<file path="src/rtl/adp_pkg.sv">
package adp_pkg;
  localparam int unsigned NUM_TGT = 3;
  localparam int unsigned SPAN_W  = 6;

  typedef enum int unsigned {
    TGT_REG  = 0,
    TGT_MEM  = 1,
    TGT_DRAM = 2
  } tgt_e;
endpackage

</file>
<file path="src/rtl/adp_addr_latch.sv">
module adp_addr_latch #(
  parameter int unsigned BUS_W = 32
) (
  input  logic             clk,
  input  logic             rst_n,
  input  logic             ale,
  input  logic             xfer_active,
  input  logic [BUS_W-1:0] bus_ad,
  output logic [BUS_W-1:0] addr_q,
  output logic             ale_q,
  output logic             active_q,
  output logic             stage2_q
);
  logic [BUS_W-1:0] addr_d;
  logic             active_d;
  logic             stage2_d;

  always_comb begin
    addr_d   = addr_q;
    active_d = active_q & xfer_active;
    stage2_d = active_q & xfer_active;
    if (ale) begin
      addr_d   = bus_ad;
      active_d = 1'b1;
      stage2_d = 1'b0;
    end
  end

  always_ff @(posedge clk or negedge rst_n) begin
    if (!rst_n) begin
      addr_q   <= '0;
      ale_q    <= 1'b0;
      active_q <= 1'b0;
      stage2_q <= 1'b0;
    end else begin
      addr_q   <= addr_d;
      ale_q    <= ale;
      active_q <= active_d;
      stage2_q <= stage2_d;
    end
  end
endmodule

</file>
<file path="src/rtl/adp_window_match.sv">
module adp_window_match import adp_pkg::*; #(
  parameter int unsigned               BUS_W    = 32,
  parameter logic [NUM_TGT*BUS_W-1:0]  WIN_BASE = '0,
  parameter logic [NUM_TGT*SPAN_W-1:0] WIN_SPAN = '0
) (
  input  logic [BUS_W-1:0]   addr,
  output logic [NUM_TGT-1:0] hit
);
  for (genvar g = 0; g < NUM_TGT; g++) begin : g_win
    localparam logic [BUS_W-1:0] BASE  = WIN_BASE[g*BUS_W +: BUS_W];
    localparam int unsigned      SHIFT = int'(WIN_SPAN[g*SPAN_W +: SPAN_W]);
    assign hit[g] = (addr >> SHIFT) == (BASE >> SHIFT);
  end
endmodule

</file>
<file path="src/rtl/adp_timing_reg.sv">
module adp_timing_reg import adp_pkg::*; #(
  parameter int unsigned         BUS_W      = 32,
  parameter logic [NUM_TGT-1:0]  TIMING_RST = 3'b011
) (
  input  logic               clk,
  input  logic               rst_n,
  input  logic               cfg_we,
  input  logic [BUS_W-1:0]   cfg_wdata,
  output logic [NUM_TGT-1:0] timing_q,
  output logic [BUS_W-1:0]   cfg_rdata
);
  localparam int unsigned PAD_W = BUS_W - NUM_TGT;

  logic [NUM_TGT-1:0] timing_d;
  logic [PAD_W-1:0]   unused_wdata;

  assign unused_wdata = cfg_wdata[BUS_W-1:NUM_TGT];

  always_comb begin
    timing_d = timing_q;
    if (cfg_we) timing_d = cfg_wdata[NUM_TGT-1:0];
  end

  always_ff @(posedge clk or negedge rst_n) begin
    if (!rst_n) timing_q <= TIMING_RST;
    else        timing_q <= timing_d;
  end

  assign cfg_rdata = {{PAD_W{1'b0}}, timing_q};
endmodule

</file>
<file path="src/rtl/adp_sel_stage.sv">
module adp_sel_stage import adp_pkg::*; #(
  parameter logic [NUM_TGT-1:0] TIMING_RST = 3'b011
) (
  input  logic               clk,
  input  logic               rst_n,
  input  logic               ale,
  input  logic               ale_q,
  input  logic [NUM_TGT-1:0] timing_q,
  input  logic [NUM_TGT-1:0] hit_q,
  input  logic [NUM_TGT-1:0] hit_bus,
  input  logic               active_q,
  input  logic               stage2_q,
  output logic [NUM_TGT-1:0] sel,
  output logic               no_decode
);
  logic [NUM_TGT-1:0] mode_q, mode_d;
  logic               nodec_q, nodec_d;

  always_comb begin
    mode_d  = mode_q;
    if (ale) mode_d = timing_q;
    nodec_d = ale & ~ale_q & ~(|hit_bus);
  end

  always_ff @(posedge clk or negedge rst_n) begin
    if (!rst_n) begin
      mode_q  <= TIMING_RST;
      nodec_q <= 1'b0;
    end else begin
      mode_q  <= mode_d;
      nodec_q <= nodec_d;
    end
  end

  for (genvar g = 0; g < NUM_TGT; g++) begin : g_sel
    assign sel[g] = active_q & hit_q[g] & (mode_q[g] ? stage2_q : 1'b1);
  end

  assign no_decode = nodec_q;
endmodule

</file>
<file path="src/rtl/addr_decode_pipe.sv">
module addr_decode_pipe import adp_pkg::*; #(
  parameter int unsigned               BUS_W      = 32,
  parameter logic [NUM_TGT*BUS_W-1:0]  WIN_BASE   = {32'h0000_0000, 32'h1000_0000, 32'h1800_0000},
  parameter logic [NUM_TGT*SPAN_W-1:0] WIN_SPAN   = {6'd27, 6'd24, 6'd16},
  parameter logic [NUM_TGT-1:0]        TIMING_RST = 3'b011
) (
  input  logic             clk,
  input  logic             rst_n,
  input  logic [BUS_W-1:0] bus_ad,
  input  logic             ale,
  input  logic             xfer_active,
  input  logic             cfg_we,
  input  logic [BUS_W-1:0] cfg_wdata,
  output logic [BUS_W-1:0] cfg_rdata,
  output logic             sel_reg,
  output logic             sel_mem,
  output logic             sel_dram,
  output logic             no_decode
);
  logic [BUS_W-1:0]   addr_q;
  logic               ale_q, active_q, stage2_q;
  logic [NUM_TGT-1:0] hit_q, hit_bus, timing_q, sel;

  adp_addr_latch #(.BUS_W(BUS_W)) i_latch (
    .clk(clk), .rst_n(rst_n), .ale(ale), .xfer_active(xfer_active),
    .bus_ad(bus_ad), .addr_q(addr_q), .ale_q(ale_q),
    .active_q(active_q), .stage2_q(stage2_q)
  );

  adp_window_match #(.BUS_W(BUS_W), .WIN_BASE(WIN_BASE), .WIN_SPAN(WIN_SPAN)) i_match_q (
    .addr(addr_q), .hit(hit_q)
  );

  adp_window_match #(.BUS_W(BUS_W), .WIN_BASE(WIN_BASE), .WIN_SPAN(WIN_SPAN)) i_match_bus (
    .addr(bus_ad), .hit(hit_bus)
  );

  adp_timing_reg #(.BUS_W(BUS_W), .TIMING_RST(TIMING_RST)) i_treg (
    .clk(clk), .rst_n(rst_n), .cfg_we(cfg_we), .cfg_wdata(cfg_wdata),
    .timing_q(timing_q), .cfg_rdata(cfg_rdata)
  );

  adp_sel_stage #(.TIMING_RST(TIMING_RST)) i_sel (
    .clk(clk), .rst_n(rst_n), .ale(ale), .ale_q(ale_q), .timing_q(timing_q),
    .hit_q(hit_q), .hit_bus(hit_bus), .active_q(active_q), .stage2_q(stage2_q),
    .sel(sel), .no_decode(no_decode)
  );

  assign sel_reg  = sel[TGT_REG];
  assign sel_mem  = sel[TGT_MEM];
  assign sel_dram = sel[TGT_DRAM];
endmodule

</file>
<file path="config.mk">
export PLATFORM = sky130hd
export DESIGN_NAME = addr_decode_pipe
export DESIGN_NICKNAME = d
export VERILOG_FILES = /design/src/rtl/adp_pkg.sv /design/src/rtl/adp_addr_latch.sv /design/src/rtl/adp_window_match.sv /design/src/rtl/adp_timing_reg.sv /design/src/rtl/adp_sel_stage.sv /design/src/rtl/addr_decode_pipe.sv
export SDC_FILE = /design/constraint.sdc
export NUM_CORES = 1
export LEC_CHECK = 0
export ABC_AREA = 1
export BUFFER_PORTS_ARGS = -buffer_cell sky130_fd_sc_hd__buf_2
export CORE_MARGIN = 4
export CORE_UTILIZATION = 47
export DETAILED_ROUTE_END_ITERATION = 7
export GPL_ROUTABILITY_DRIVEN = 0
export HOLD_SLACK_MARGIN = 0.1
export PLACE_DENSITY_LB_ADDON = 0.25
export SYNTH_ARGS = -nofsm -noshare
export SYNTH_HDL_FRONTEND = slang
export SYNTH_HIERARCHICAL = 1
export SYNTH_SLANG_ARGS = --single-unit
</file>
<file path="constraint.sdc">
create_clock -name clk -period 1.29 [get_ports clk]
set_input_delay 0.129 -clock clk [delete_from_list [all_inputs] [get_ports clk]]
set_output_delay 0.129 -clock clk [all_outputs]
set_load 0.01 [all_outputs]
</file>
==> metrics <==
Nets 349; vias in the first global route 1281; row count 21; placed cell areas 1630 µm²; count of warnings emitted by yosys 6; Fin. Hold Viols 0; Worst setup SP type flop; Max clock buf depth 2; Hold Path Class in2reg; Final Cell Area between 2000 and 2500 µm²; fraction of layout cells with a size suffix above 1 29.0%; Crit Path Class reg2out; Power Density 937 nW/µm²; Max Transition Viols Final 0; status finished, violations left; Clk Latency, worst-skew pair 0.32 ns; DP HPWL 2.03 mm; Avg Cell Area, Syn roughly 7.4 µm²; fmax 0.643 GHz; I/O pin cnt 105; final std cells w/o fill 325; critical path depth 8; CTS root buf clkbuf_4; port buffer count 30; global route hottest layer met2; initial antenna violation count 0; setup TNS -0.656 ns; CP required roughly 1.2 ns; H-Tree Depth 1; endpoint class of the critical path output port; WL per Instance 9.46 µm; worst slew pin tran 0.579 ns; clk slew on worst S/H paths 0.14 ns; R2R depth 2; Critical Path AT 1.43 ns; post-layout util 60.7%; largest net degree at the start of global routing 27; drt first pass iters 4; cts bufs inserted 3; cells after synthesis 220; met2 Usage GRT around 30%; Cells after DPL 287; commonest non-fill, non-tap cell in the layout nand2_1; DP Worst Slack approximately 0.08 ns; Worst Hold Depth 3; n_diodes 0; Final setup viols 3; max cap viols 0; GRT Util Overall 15.7%; first-pass GRT wire length between 5 and 6 mm; met1 usage 18.7%; minimum clock period 1.55 ns; peak supply drop approximately 0.63 mV; RSZ-0062 raised after global routing true; Die W 67.0 µm; CP max stage cell dfrtp_1; worst path cell trace inv_2, nand2_1, nor2_2, nand2_1, nor2_1, nand2_1, a21oi_2, buf_2; vias 1275; global route total overflow 0; Core Box Area 3340 µm²; clk_skew 0.000890 ns; Tcrit/Tclk final 121%; Initial Utilization 49.0%; final worst slack -0.265 ns; cell area after synthesis approximately 1600 µm²; CP most frequent cell nand2_1; vias per cell 3.92; drt initial violations 32; Filler cells 323; Buffers & Inverters on Critical Path 2; Crit path largest cell delay 0.41 ns; Die Area around 4500 µm²; overall routed net length 3.07 mm; Leak around 1.1 nW; Clock Sinks 26; top cell family by delay on the critical path flip-flops; Worst slew margin 61.4%; failing checks negative setup slack; DRC 0; most frequent cells in the layout 71 x nand2_1, 32 x inv_1, 30 x buf_2; P&R area growth vs syn 23.8%; Die Ht 67.0 µm; total power draw 1.90 mW; Final Hold Slack 0.139 ns; CTS tree done; Max FO, Critical Path 2; met3 usage 2.02%; Post-DRT Antenna Nets 0
where the power goes:
group / leakage (nW) / switching [mW] / total (mW) / internal [mW]
Combinational: 0.810 / 0.220 / 0.402 / 0.182
Clock: 0.0279 / 0.242 / 0.556 / 0.314
Sequential: 0.310 / 0.0443 / 0.939 / 0.895
Total: 1.15 / 0.507 / 1.90 / 1.39
sequential cells by signal, indices dropped and copies added (netlist names):
register / cells
i_latch/active_q: 1
i_sel/mode_q: 3
i_latch/ale_q: 1
i_latch/stage2_q: 1
i_sel/no_decode: 1
i_treg/timing_q: 3
i_latch/addr_q: 16
tightest hold or removal path, cell delays in order:
cell	delay, ns
buf_2	0.19
nand2_1	0.08
o21ai_0	0.07
layer usage:
| metal | vias up | wire length [µm] |
|---|---|---|
| li1 | 681 | - |
| met1 | 557 | 1280 |
| met2 | 35 | 1630 |
| met3 | 2 | 154 |
| met4 | 0 | 14 |
| met5 | - | 0 |
worst paths after layout:
path,start,to,slack (ns)
max in group asynchronous,rst_n,i_treg/timing_q[0],0.58
max reg2reg,i_sel/mode_q[0],i_sel/mode_q[0],0.49
min,ale,i_sel/mode_q[1],0.14
max,i_latch/addr_q[31],sel_reg,-0.26
min in group asynchronous,rst_n,i_latch/addr_q[21],0.33
min reg2reg,i_latch/ale_q,i_sel/no_decode,0.47
repair_timing:
| action | CTS | global route |
|---|---|---|
| setup buffers | 7 | 2 |
| hold buffers | 25 | 0 |
| hold endpoints to repair | 43 | 0 |
| pin swaps | 4 | 8 |
| gates resized for setup | 2 | 8 |
| setup endpoints to repair | 3 | 3 |
final cells by class:
class / count / area (µm²) / share of cell area [%]
clock buffer: 3 / 22.5 / 1.11
sequential: 26 / 656 / 32.4
inverter: 40 / 158 / 7.79
multi-input combinational: 143 / 618 / 30.5
timing repair buffer: 66 / 483 / 23.9
clock inverter: 1 / 30.0 / 1.48
tap: 46 / 57.6 / 2.84
No activity file was read; power rests on OpenSTA's default activity.
